File: src/rtl/sbx_pkg.sv
package sbx_pkg;
  // Bus cycle kind, encoded as {vpa, vda}
  typedef enum logic [1:0] {
    CYC_IDLE    = 2'b00,
    CYC_DATA    = 2'b01,
    CYC_OPERAND = 2'b10,
    CYC_OPCODE  = 2'b11
  } cyc_kind_t;
endpackage

File: src/rtl/sbx_cycle_class.sv
module sbx_cycle_class
  import sbx_pkg::*;
(
  input  logic      vpa,
  input  logic      vda,
  output cyc_kind_t kind,
  output logic      is_fetch,
  output logic      is_data
);
  always_comb begin
    kind     = cyc_kind_t'({vpa, vda});
    is_fetch = (kind == CYC_OPCODE);
    is_data  = (kind == CYC_DATA);
  end
endmodule

File: src/rtl/sbx_bank_state.sv
module sbx_bank_state #(
  parameter int DATA_W = 8,
  parameter int BANK_W = 4
) (
  input  logic              clk,
  input  logic              rst,
  input  logic              fetch,
  input  logic [DATA_W-1:0] shadow_in,
  input  logic              wr_hit,
  input  logic [BANK_W-1:0] wr_bank,
  output logic [DATA_W-1:0] shadow_q,
  output logic [BANK_W-1:0] dyn_q
);
  always_ff @(posedge clk) begin
    if (rst) begin
      shadow_q <= '0;
      dyn_q    <= '0;
    end else begin
      if (fetch)  shadow_q <= shadow_in;
      if (wr_hit) dyn_q    <= wr_bank;
    end
  end

  // an opcode fetch captures the shadow byte
  p_capture_r2: assert property (@(posedge clk) disable iff (rst)
    fetch |=> shadow_q == $past(shadow_in));
  // no other cycle disturbs the latched byte
  p_latch_hold_r9: assert property (@(posedge clk) disable iff (rst)
    !fetch |=> $stable(shadow_q));
  // the dynamic register moves only on a qualified write
  p_dyn_hold_r7: assert property (@(posedge clk) disable iff (rst)
    !wr_hit |=> $stable(dyn_q));
endmodule

File: src/rtl/sbx_sel_decode.sv
module sbx_sel_decode #(
  parameter int SEL_W = 3,
  localparam int NSEL = (1 << SEL_W) - 1
) (
  input  logic             en,
  input  logic [SEL_W-1:0] field,
  output logic [NSEL-1:0]  sel_n
);
  for (genvar g = 0; g < NSEL; g++) begin : g_sel
    assign sel_n[g] = !(en && (field == SEL_W'(g + 1)));
  end

  // never more than one select active
  always_comb begin
    a_onehot_r8: assert ($onehot0(~sel_n));
  end
endmodule

File: src/rtl/shadow_bank_ext.sv
module shadow_bank_ext
  import sbx_pkg::*;
#(
  parameter int          ADDR_W   = 16,
  parameter int          DATA_W   = 8,
  parameter int          BANK_W   = 4,
  parameter int          SEL_W    = 3,
  parameter logic [15:0] DYN_ADDR = 16'hFE00,
  localparam int NSEL    = (1 << SEL_W) - 1,
  localparam int SRC_BIT = BANK_W,
  localparam int FLD_LSB = BANK_W + 1
) (
  input  logic              clk,
  input  logic              rst,
  input  logic [ADDR_W-1:0] cpu_addr,
  input  logic              vpa,
  input  logic              vda,
  input  logic              rw,
  input  logic [DATA_W-1:0] cpu_data,
  input  logic [DATA_W-1:0] shadow_byte,
  output logic [BANK_W-1:0] ext_addr,
  output logic [NSEL-1:0]   per_sel_n
);
  cyc_kind_t         kind;
  logic              is_fetch, is_data, wr_hit;
  logic [DATA_W-1:0] shadow_q;
  logic [BANK_W-1:0] dyn_q, bank_eff;

  sbx_cycle_class i_class (
    .vpa(vpa), .vda(vda), .kind(kind),
    .is_fetch(is_fetch), .is_data(is_data)
  );

  sbx_bank_state #(.DATA_W(DATA_W), .BANK_W(BANK_W)) i_state (
    .clk(clk), .rst(rst), .fetch(is_fetch), .shadow_in(shadow_byte),
    .wr_hit(wr_hit), .wr_bank(cpu_data[BANK_W-1:0]),
    .shadow_q(shadow_q), .dyn_q(dyn_q)
  );

  always_comb begin
    bank_eff = shadow_q[SRC_BIT] ? dyn_q : shadow_q[BANK_W-1:0];
    ext_addr = is_data ? bank_eff : '0;
    wr_hit   = is_data && !rw && (cpu_addr == ADDR_W'(DYN_ADDR))
               && (bank_eff == '0);
  end

  sbx_sel_decode #(.SEL_W(SEL_W)) i_dec (
    .en(is_data), .field(shadow_q[FLD_LSB +: SEL_W]), .sel_n(per_sel_n)
  );

  // outside data cycles the upper bits are zero and no select is active
  p_idle_zero_r4: assert property (@(posedge clk) disable iff (rst)
    !(vda && !vpa) |-> (ext_addr == '0) && (&per_sel_n));
  // the fetch cycle itself stays in bank 0
  p_fetch_bank0_r2: assert property (@(posedge clk) disable iff (rst)
    (vpa && vda) |-> ext_addr == '0);
  // the cycle after reset shows no bank and no select
  p_reset_clear_r1: assert property (@(posedge clk)
    rst |=> (dyn_q == '0) && (shadow_q == '0));
endmodule

File: config.mk
export PLATFORM = sky130hd
export DESIGN_NAME = shadow_bank_ext
export DESIGN_NICKNAME = d
export VERILOG_FILES = /design/src/rtl/sbx_pkg.sv /design/src/rtl/sbx_cycle_class.sv /design/src/rtl/sbx_bank_state.sv /design/src/rtl/sbx_sel_decode.sv /design/src/rtl/shadow_bank_ext.sv
export SDC_FILE = /design/constraint.sdc
export NUM_CORES = 1
export LEC_CHECK = 0
export ABC_AREA = 0
export CORE_MARGIN = 10
export CORE_UTILIZATION = 36
export CTS_BUF_LIST = sky130_fd_sc_hd__clkbuf_16
export CTS_CLUSTER_SIZE = 16
export DETAILED_ROUTE_END_ITERATION = 7
export HOLD_SLACK_MARGIN = 0.06
export PLACE_DENSITY_LB_ADDON = 0.12
export SLEW_MARGIN = 5
export SYNTH_ARGS = -nofsm -noshare
export SYNTH_HDL_FRONTEND = slang
export SYNTH_SLANG_ARGS = --single-unit
File: constraint.sdc
create_clock -name clk -period 7.2 [get_ports clk]
set_clock_uncertainty 0.1 [all_clocks]
set_input_delay 1.8 -clock clk [delete_from_list [all_inputs] [get_ports clk]]
set_output_delay 1.8 -clock clk [all_outputs]
set_load 0.005 [all_outputs]
=== Word level (Yosys, flattened, before mapping) ===
Cells that the tools add are included.
Widths: inputs -> output; s select.

* Input port bits: 37
* Flip-flop bits (word level): 12
* Word-level logic and storage cells: 33
* Output and inout port bits: 11

* Reduce and logical (&&, ||, !) cells: 19
* Mux-type cells: 2
* Eq/ne operators: 10

{| class="wikitable"
|+ Operators with widths
! cell !! count
|-
| $eq 16x16->1 const B || 1
|-
| $eq 3x3->1 const B || 4
|-
| $logic_and 1x1->1 || 10
|-
| $logic_not 1->1 || 8
|-
| $mux 4 || 2
|-
| $eq 3x2->1 const B || 2
|-
| $logic_not 4->1 || 1
|-
| $eq 3x1->1 const B || 1
|-
| $eq 2x1->1 const B || 1
|-
| $eq 2x2->1 const B || 1
|}

=== Longest topological paths before layout ===
Gate-level depths: netlist (run 1).

* Depth after elaboration: 4
* Depth in mapped cells: 5
* Depth with buffers taken out: 4

=== By module ===
From an unflattened synthesis (run 1), not the netlist that was laid out.

* Cell total of the unflattened synthesis: 73
* Area total of the unflattened synthesis: 688.2 sq um

{| class="wikitable"
|+ By module, submodules not included
! module !! area each (sq um) !! sequential area each (sq um) !! cells each !! times used
|-
| sbx_bank_state || 426.7 || 240.2 || 39 || 1
|-
| shadow_bank_ext || 163.9 || 0.0 || 23 || 1
|-
| sbx_sel_decode || 66.3 || 0.0 || 7 || 1
|-
| sbx_cycle_class || 31.3 || 0.0 || 4 || 1
|}

=== Worst setup path before layout (run 1) ===
OpenSTA, ideal clock, no wires.

* Path kind: input port to output port
* From: input port vda
* To: output port per_sel_n[2]
* Stages: 4
* Setup slack: 2.827 ns
* Buffers on the path: 1
* Arrival: 2.473 ns
* Cell sequence: clkbuf_1 -> nand2b_1 -> nor2_1 -> nand3_1

* Word-level cells in the longest chain between the ends: 3

{| class="wikitable"
|+ Ends and longest elaborated chain
! item !! line !! source
|-
| from (decl) || shadow_bank_ext.sv:17 || <nowiki>input logic vda,</nowiki>
|-
| $eq 2x1->1 || sbx_cycle_class.sv:13 || <nowiki>is_data = (kind == CYC_DATA);</nowiki>
|-
| $logic_and 1x1->1 || sbx_sel_decode.sv:10 || <nowiki>assign sel_n[g] = !(en && (field == SEL_W'(g + 1)));</nowiki>
|-
| $logic_not 1->1 || sbx_sel_decode.sv:10 ||
|-
| to (decl) || shadow_bank_ext.sv:22 || <nowiki>output logic [NSEL-1:0] per_sel_n</nowiki>
|}

Every way passes these cells.

=== Final worst setup path (run 1) ===
* From: input port vda
* To: output port per_sel_n[6]

Same word-level chain as after synthesis.

==> impl_metrics.csv, run 1 <==
group,metric,value,unit
floorplan,die_area,4025,um^2
sta,worst_slack,1.832,ns
place,io_buffers,43,
place,place_congestion,0.7030,
floorplan,initial_core_util,0.3851,
final_layout,drive_above_1_share,0.04651,
global_route,grtUsageTotal,0.1038,
floorplan,coreArea,1764,um^2
yosys,synth_area_leader_cell,"dfxtp_1",
job,cap_viol_max_count,0,
critical_path,start_kind,"primary input",
sta,hold_violations,0,
detailed_routing,drtPass1Iterations,2,
clock_network,cts_buffers,3,
clock_network,cts_resized,0,
yosys,ys.warnings.count,0,
sta,fin_crit,5.368,ns
floorplan,num_rows,15,
detailed_routing,wirelength,2176,um
critical_path,cp-end-kind,"output pin",
worst_hold_path,hold_class,"flip-flop to flip-flop",
critical_path,r2r-end,"i_state.dyn_q[1]",
power_and_ir_drop,p_leak,0.4153,nW
clock_network,cts_hold_repair.buffers,0,
worst_hold_path,min_to,"i_state.shadow_q[1]",
critical_path,crit_fanout,11,
status,status,"finished clean",
yosys,yosysSeqAreaShare,0.3536,
final_layout,fin_area,1201,um^2
global_route,grt_pass1_wl,3498,um
floorplan,die_h,63.44,um
clock_network,clk_latency,0.24,ns
floorplan,die_w,63.44,um
place,placed_cells,151,
clock_network,cts-root-buf,"clkbuf_16",
clock_network,clkTransAtPathRegs,0.04,ns
sta,fmaxAchievable,0.1863,GHz
floorplan,num_io_pins,48,
sta,rsz0062_at_grt,"false",
power_and_ir_drop,ir_drop,122.8,uV
final_layout,diodes,0,
sta,relSlewSlack,0.6690,
yosys,yosys-top-cells-area,"dfxtp_1, mux2i_1, nand3_1, nand2b_1, a21oi_1",
critical_path,worstPathArrival,3.47,ns
global_route,overflow,0,
clock_network,cts_tree,"yes",
detailed_routing,drt-initial-drc-count,9,
critical_path,reg2reg_setup_slack,5.59,ns
worst_hold_path,hold_depth,2,
clock_network,htree_levels,1,
global_route,grt_pass1_vias,769,
power_and_ir_drop,powerDensity,169.0,nW/um^2
global_route,grt_max_degree,17,
yosys,syn-instance-count,87,
yosys,synth_fp_nets,124,
detailed_routing,viasPerCell,5.013,
yosys,synth_area_per_cell,7.809,um^2
place,dpl_cell_area,1126,um^2
final_layout,layout.nets,168,
clock_network,cts.sinks,12,
sta,maxSlewViolCount,0,
detailed_routing,num_vias,772,
sta,post-route-period-util,0.7456,
yosys,ys_ff_latch,12,
detailed_routing,drc,0,
critical_path,path_class,"primary input to output pin",
place,hpwlAfterDp,1806,um
global_route,antenna_found_initial,0,
critical_path,worst_ep_required_time,5.30,ns
clock_network,post_cts_buffers,0,
yosys,netlist.area_leader.share,0.3536,
critical_path,r2r-start,"i_state.shadow_q[4]",
critical_path,reg2reg_depth,3,
place,pre_cts_ws,1.811,ns
worst_hold_path,hp-start,"i_state.shadow_q[1]",
sta,tightest_slew,0.4950,ns
final_layout,area_growth,76.80,%
detailed_routing,wire_per_inst,14.13,um
sta,setup_violations,0,
sta,tns,0,ns
yosys,syn-cell-area,679.4,um^2
final_layout,stdcell_count,154,
detailed_routing,ant_nets,0,
clock_network,clock_path_buffers,2,
yosys,synth_cell_types,16,
## worst max-delay path, cell delays in order
cell and delay, ns:
clkdlybuf4s50_1 0.67, nor2b_1 0.39, nand4_1 0.14, clkdlybuf4s50_1 0.47
## per-stage QoR
stage	utilization	total power [W]	hold WS, ns
2_1_floorplan	-	0.00008352	0.3488
3_3_place_gp	0.6383	0.0001037	0.3657
3_5_place_dp	0.6383	0.0001045	0.3625
4_1_cts	0.6809	0.0002040	0.3799
5_1_grt	0.6809	0.0002108	0.4231
6_report	0.6809	0.0002030	0.3814
## worst max-delay path by stage
| stage | start | end | slack [ns] |
|---|---|---|---|
| finish | vda | per_sel_n[6] | 1.83 |
| detailed placement | vda | per_sel_n[6] | 1.81 |
| global route | vda | per_sel_n[3] | 1.73 |
| floorplan | vda | per_sel_n[2] | 2.83 |
| global placement | vda | per_sel_n[6] | 1.84 |
| CTS | vda | per_sel_n[6] | 1.81 |
## cells in the final DEF (no fill, tap or decap)
cell type,Yosys,final
a21oi_1,10,10
nor2b_1,3,3
nor4_1,1,1
nand4b_2,1,1
or4_4,1,1
clkdlybuf4s50_1,0,43
or4_1,1,1
clkbuf_16,0,3
nand2b_1,9,9
nand4_1,2,2
nor3_1,2,2
dfxtp_1,12,12
nor2_1,8,8
nor4_4,1,1
nand3_1,12,12
mux2i_1,8,8
nand2_1,12,12
## state kept, by name, summed over array words and instances, names as in the netlist
register	cells
i_state.shadow_q	8
i_state.dyn_q	4
## synth_stat cells
master and number:
a21oi_1 10, clkbuf_1 4, dfxtp_1 12, mux2i_1 8
nand2_1 12, nand2b_1 9, nand3_1 12, nand4_1 2
nand4b_2 1, nor2_1 8, nor2b_1 3, nor3_1 2
nor4_1 1, nor4_4 1, or4_1 1, or4_4 1
## where the power goes
group	switching [W]	internal, W	leakage [nW]	total [W]
logic	0.0000108	0.0000211	0.281	0.0000319
registers	0.00000280	0.0000688	0.0976	0.0000716
clock network	0.0000273	0.0000722	0.0370	0.0000995
## kinds of logic (layout without fill, tap and decap cells)
family / Yosys count / after routing / synth area share
and+or+nand+nor: 53 / 53 / 0.4328
DFF: 12 / 12 / 0.3536
AOI/OAI and AO/OA: 10 / 10 / 0.07367
buffers and inverters: 4 / 46 / 0.02209
muxes: 8 / 8 / 0.1179
## routing by layer
| layer | GRT usage | wire [um] | up-vias |
|---|---|---|---|
| met3 | 0.06007 | 238 | 0 |
| met4 | 0.02459 | 0 | 0 |
| li1 | - | - | 392 |
| met5 | 0 | 0 | - |
| met2 | 0.1721 | 1023 | 33 |
| met1 | 0.1106 | 915 | 347 |
## layout make-up
class	instances	area, um^2
fillers	153	563.0
repair buffers	43	430.4
well taps	25	31.28
multi-input cells	71	424.2
clock buffers	3	75.07
flip-flops and latches	12	240.2
Power figures use the tool's default switching activity.
==> inputs of run 2 (changes only) <==
--- a/config.mk
+++ b/config.mk
@@ -7,7 +7,7 @@
 export LEC_CHECK = 0
 export ABC_AREA = 0
 export CORE_MARGIN = 10
-export CORE_UTILIZATION = 36
+export CORE_UTILIZATION = 34
 export CTS_BUF_LIST = sky130_fd_sc_hd__clkbuf_16
 export CTS_CLUSTER_SIZE = 16
 export DETAILED_ROUTE_END_ITERATION = 7
==> constraint.sdc (replaced) <==
create_clock -name clk -period 5.2 [get_ports clk]
set_clock_uncertainty 0.1 [all_clocks]
set_input_delay 1.3 -clock clk [delete_from_list [all_inputs] [get_ports clk]]
set_output_delay 1.3 -clock clk [all_outputs]
set_load 0.005 [all_outputs]
==> impl_metrics.csv, run 2 (synthesized netlist as in run 1, its figures left out) <==
group,metric,value,unit
critical_path,max_stage_delay,0.59,ns
critical_path,path_class,"primary input to output pin",
global_route,grt_max_degree,17,
floorplan,initial_core_util,0.3535,
critical_path,cp-end-kind,"output pin",
place,placed_cells,154,
global_route,antenna_found_initial,0,
final_layout,diodes,0,
place,place_congestion,0.7485,
sta,setup_violations,0,
clock_network,post_cts_buffers,0,
global_route,overflow,0,
detailed_routing,drtPass1Iterations,4,
final_layout,top_regs,"i_state.shadow_q x8, i_state.dyn_q x4",
floorplan,die_area,4186,um^2
clock_network,cts.sinks,12,
sta,fin_crit,4.341,ns
sta,post-route-period-util,0.8349,
power_and_ir_drop,power,0.0002831,W
global_route,grt_pass1_vias,756,
global_route,grt_pass1_wl,3450,um
detailed_routing,viasPerCell,4.943,
power_and_ir_drop,p_leak,0.4217,nW
critical_path,worstPathArrival,2.94,ns
sta,fmaxAchievable,0.2303,GHz
power_and_ir_drop,ir_drop,190.9,uV
floorplan,num_io_pins,48,
final_layout,layout_common_cells,"clkdlybuf4s50_1, nand3_1, nand2_1, dfxtp_1, a21oi_1",
final_layout,final_common_cell,"clkdlybuf4s50_1",
clock_network,cts_hold_repair.buffers,0,
sta,hold_violations,0,
job,cap_viol_max_count,0,
clock_network,cts_resized,0,
final_layout,layout.nets,169,
detailed_routing,num_vias,781,
final_layout,largest_reg_flops,8,
floorplan,die_h,64.70,um
sta,tns,0,ns
clock_network,cts_buffers,3,
clock_network,clk_latency,0.24,ns
global_route,grtUsageTotal,0.1002,
sta,tightest_slew,0.4907,ns
critical_path,path_common_cell,"clkdlybuf4s50_1",
detailed_routing,drt-initial-drc-count,15,
sta,relSlewSlack,0.6718,
detailed_routing,drc,0,
floorplan,num_rows,16,
final_layout,stdcell_count,158,
critical_path,slowest_stage,"clkdlybuf4s50_1",
final_layout,top_register,"i_state.shadow_q",
clock_network,clkTransAtPathRegs,0.04,ns
clock_network,htree_levels,1,
status,status,"finished clean",
sta,maxSlewViolCount,0,
place,io_buffers,43,
clock_network,clock_path_buffers,2,
critical_path,cp_cell_sequence,"clkdlybuf4s50_1 > nand2b_1 > nor2_1 > nand3_1 > clkdlybuf4s50_1",
clock_network,cts_tree,"yes",
place,hpwlAfterDp,1756,um
floorplan,coreArea,1922,um^2
sta,rsz0062_at_grt,"false",
floorplan,die_w,64.70,um
critical_path,crit_fanout,11,
power_and_ir_drop,powerDensity,233.1,nW/um^2
final_layout,drive_above_1_share,0.05344,
worst_hold_path,hold_class,"flip-flop to flip-flop",
final_layout,area_growth,78.82,%
clock_network,cts-root-buf,"clkbuf_16",
detailed_routing,wirelength,2132,um
critical_path,start_kind,"primary input",
detailed_routing,ant_nets,0,
detailed_routing,wire_per_inst,13.49,um
critical_path,worst_ep_required_time,3.80,ns
run 2: cell types whose count changed in the layout (fill, tap and decap cells not counted), sizes merged:
cell | previous run | this run
buf | 0 | 1
clkinv | 0 | 1
run 2: final cells by class:
class                           count  area, um^2
Sequential cell                    12       240.2
Timing Repair Buffer               44       437.9
Multi-Input combinational cell     71       424.2
Clock inverter                      1       3.754
Clock buffer                        3       75.07
Fill cell                         192       706.9
Tap cell                           27       33.78
run 2: power breakdown:
part           switching (W)  leakage [nW]  total (W)  internal (W)
Combinational      0.0000147         0.286  0.0000444     0.0000297
Sequential        0.00000365        0.0976  0.0000988     0.0000952
Clock              0.0000387        0.0385   0.000140      0.000101
Total              0.0000571         0.422   0.000283      0.000226
run 2: per-layer routing:
layer	wire [um]	global-route usage
met1	943	0.1054
met2	961	0.1626
met3	227	0.06701
met4	0	0.02406
met5	0	0
run 2: metrics by stage:
step                      instance area [um^2]  hold WS (ns)    util  worst slack [ns]
after detailed placement                  1136        0.3643  0.5911            0.8541
final                                     1215        0.3746  0.6322            0.8585
after global placement                    1136        0.3648  0.5911            0.8396
after CTS                                 1215        0.3754  0.6322            0.8527
after floorplan                          679.4        0.3488       -             1.827
after global routing                      1215        0.4138  0.6322            0.7511
run 2: final timing paths:
path	startpoint	cells past startpoint	slack, ns	to
setup / recovery	vpa	5	0.86	per_sel_n[2]
hold / removal	i_state.shadow_q[1]	2	0.37	i_state.shadow_q[1]
setup reg to reg	i_state.shadow_q[4]	4	3.61	i_state.dyn_q[1]
hold reg to reg	i_state.shadow_q[1]	2	0.37	i_state.shadow_q[1]
run 2: worst max-delay path, delay by kind of cell:
family	cells	cell delay (ns)
AND/OR/NAND/NOR	3	0.58
buffers and inverters	2	1.04
==> inputs of run 3 (changes only) <==
--- a/config.mk
+++ b/config.mk
@@ -7,7 +7,7 @@
 export LEC_CHECK = 0
 export ABC_AREA = 0
 export CORE_MARGIN = 10
-export CORE_UTILIZATION = 34
+export CORE_UTILIZATION = 30
 export CTS_BUF_LIST = sky130_fd_sc_hd__clkbuf_16
 export CTS_CLUSTER_SIZE = 16
 export DETAILED_ROUTE_END_ITERATION = 7
==> constraint.sdc (replaced) <==
create_clock -name clk -period 3.8 [get_ports clk]
set_clock_uncertainty 0.1 [all_clocks]
set_input_delay 0.95 -clock clk [delete_from_list [all_inputs] [get_ports clk]]
set_output_delay 0.95 -clock clk [all_outputs]
set_load 0.005 [all_outputs]
==> impl_metrics.csv, run 3 (synthesized netlist as in run 1, its figures left out) <==
group,metric,value,unit
status,status,"finished clean",
global_route,grt_pass1_wl,3581,um
clock_network,cts_hold_repair.buffers,0,
power_and_ir_drop,switchingPower,0.00007918,W
global_route,grt_pass1_vias,758,
detailed_routing,viasPerCell,4.863,
power_and_ir_drop,power,0.0003893,W
final_layout,layout.nets,170,
worst_hold_path,hold_class,"flip-flop to flip-flop",
critical_path,start_kind,"primary input",
detailed_routing,num_vias,778,
sta,fin_crit,3.459,ns
critical_path,path_common_cell,"clkdlybuf4s50_1",
clock_network,cts_resized,0,
power_and_ir_drop,powerDensity,318.1,nW/um^2
floorplan,num_rows,17,
critical_path,crit_start,"vpa",
global_route,grt_max_degree,17,
power_and_ir_drop,switching_share,0.2034,
sta,tightest_slew,0.4937,ns
clock_network,htree_levels,1,
clock_network,clock_path_buffers,2,
clock_network,cts_tree,"yes",
power_and_ir_drop,comb_power_share,0.159,
floorplan,coreArea,2191,um^2
clock_network,clk_latency,0.24,ns
detailed_routing,ant_nets,0,
critical_path,reg2reg_depth,3,
worst_hold_path,hp-start,"i_state.shadow_q[0]",
sta,rsz0062_at_grt,"false",
power_and_ir_drop,ir_drop,219.3,uV
sta,hold_violations,0,
clock_network,post_cts_buffers,0,
power_and_ir_drop,power_frac_seq,0.348,
place,dpl_cell_area,1145,um^2
worst_hold_path,min_to,"i_state.shadow_q[0]",
clock_network,cts_buffers,3,
global_route,grtUsageTotal,0.1001,
critical_path,path_class,"primary input to output pin",
clock_network,clkTransAtPathRegs,0.04,ns
critical_path,worstPathArrival,2.41,ns
critical_path,r2r-start,"i_state.shadow_q[4]",
power_and_ir_drop,clock_power_share,0.493,
global_route,overflow,0,
place,pre_cts_ws,0.3358,ns
critical_path,max_stage_delay,0.46,ns
clock_network,cts.sinks,12,
power_and_ir_drop,p_leak,0.4265,nW
sta,tns,0,ns
final_layout,largest_reg_flops,8,
floorplan,num_io_pins,48,
final_layout,area_growth,80.11,%
power_and_ir_drop,intPower,0.0003101,W
global_route,antenna_found_initial,0,
sta,worst_slack,0.3406,ns
critical_path,worst_ep_required_time,2.75,ns
final_layout,fin_area,1224,um^2
final_layout,diodes,0,
floorplan,die_h,67.59,um
detailed_routing,drc,0,
floorplan,initial_core_util,0.3101,
final_layout,final_common_cell,"clkdlybuf4s50_1",
critical_path,worst-path-stages,5,
detailed_routing,wirelength,2147,um
final_layout,top_register,"i_state.shadow_q",
critical_path,slowest_stage,"clkdlybuf4s50_1",
critical_path,cp-end-kind,"output pin",
sta,fmaxAchievable,0.2891,GHz
detailed_routing,drtPass1Iterations,4,
clock_network,cts-root-buf,"clkbuf_16",
sta,post-route-period-util,0.9104,
final_layout,drive_above_1_share,0.06061,
critical_path,reg2reg_setup_slack,2.23,ns
critical_path,critical-path-top-delay-family,"buffers and inverters",
worst_hold_path,hold_depth,2,
critical_path,crit_fanout,5,
place,hpwlAfterDp,1773,um
place,place_congestion,0.7125,
sta,maxSlewViolCount,0,
floorplan,die_area,4568,um^2
job,cap_viol_max_count,0,
final_layout,top_regs,"i_state.shadow_q x8, i_state.dyn_q x4",
critical_path,cp_cell_sequence,"clkdlybuf4s50_1 > nand2b_1 > nor2_1 > nand3_1 > clkdlybuf4s50_1",
sta,setup_violations,0,
critical_path,r2r-end,"i_state.dyn_q[2]",
place,io_buffers,43,
final_layout,fill_cells,215,
critical_path,path_buf_inv,2,
final_layout,layout_common_cells,"clkdlybuf4s50_1, nand3_1, nand2_1, dfxtp_1, a21oi_1",
sta,relSlewSlack,0.6698,
floorplan,die_w,67.59,um
detailed_routing,drt-initial-drc-count,17,
detailed_routing,wire_per_inst,13.42,um
[run 3: routing by layer]
| layer | vias up | track usage | share of wire |
|---|---|---|---|
| met2 | 40 | 0.1444 | 0.42 |
| li1 | 395 | - | - |
| met3 | 2 | 0.06446 | 0.14 |
| met5 | - | 0 | 0 |
| met1 | 341 | 0.1156 | 0.43 |
| met4 | 0 | 0.03846 | 0.0075 |
[run 3: metrics by stage]
stage          instances    util  hold slack [ns]
5_1_grt              160  0.5585           0.3978
2_1_floorplan         87       -           0.3488
3_5_place_dp         156  0.5226           0.3685
3_3_place_gp         156  0.5226           0.3664
6_report             160  0.5585           0.3724
4_1_cts              160  0.5585           0.3758
[run 3: power by group through the flow]
stage          Combinational, W  Sequential [W]  Clock, W
3_5_place_dp          0.0000623        0.000137         0
2_1_floorplan         0.0000231        0.000135         0
6_report              0.0000619        0.000135  0.000192
5_1_grt               0.0000685        0.000136  0.000204
4_1_cts               0.0000626        0.000135  0.000194
3_3_place_gp          0.0000614        0.000137         0
[run 3: layout make-up]
class	instances	area (um^2)	area share
clock buffer	3	75.07	0.06135
clock inverter	1	3.754	0.003067
multi-input combinational	71	424.2	0.3466
sequential	12	240.2	0.1963
tap	28	35.03	0.02863
timing repair buffer	45	445.4	0.3640
[run 3: how the worst max path moves through the flow]
stage,end,slack (ns)
4_1_cts,per_sel_n[6],0.33
2_1_floorplan,i_state.dyn_q[0],1.03
5_1_grt,per_sel_n[3],0.22
6_report,per_sel_n[2],0.34
3_3_place_gp,per_sel_n[6],0.33
3_5_place_dp,per_sel_n[2],0.34
[run 3: worst register-to-register path: cells and delay by family, from the launching register on]
| kind | cells | cell delay (ns) |
|---|---|---|
| mux | 1 | 0.24 |
| compound gates | 1 | 0.17 |
| simple gates | 1 | 0.44 |
| flops | 1 | 0.54 |
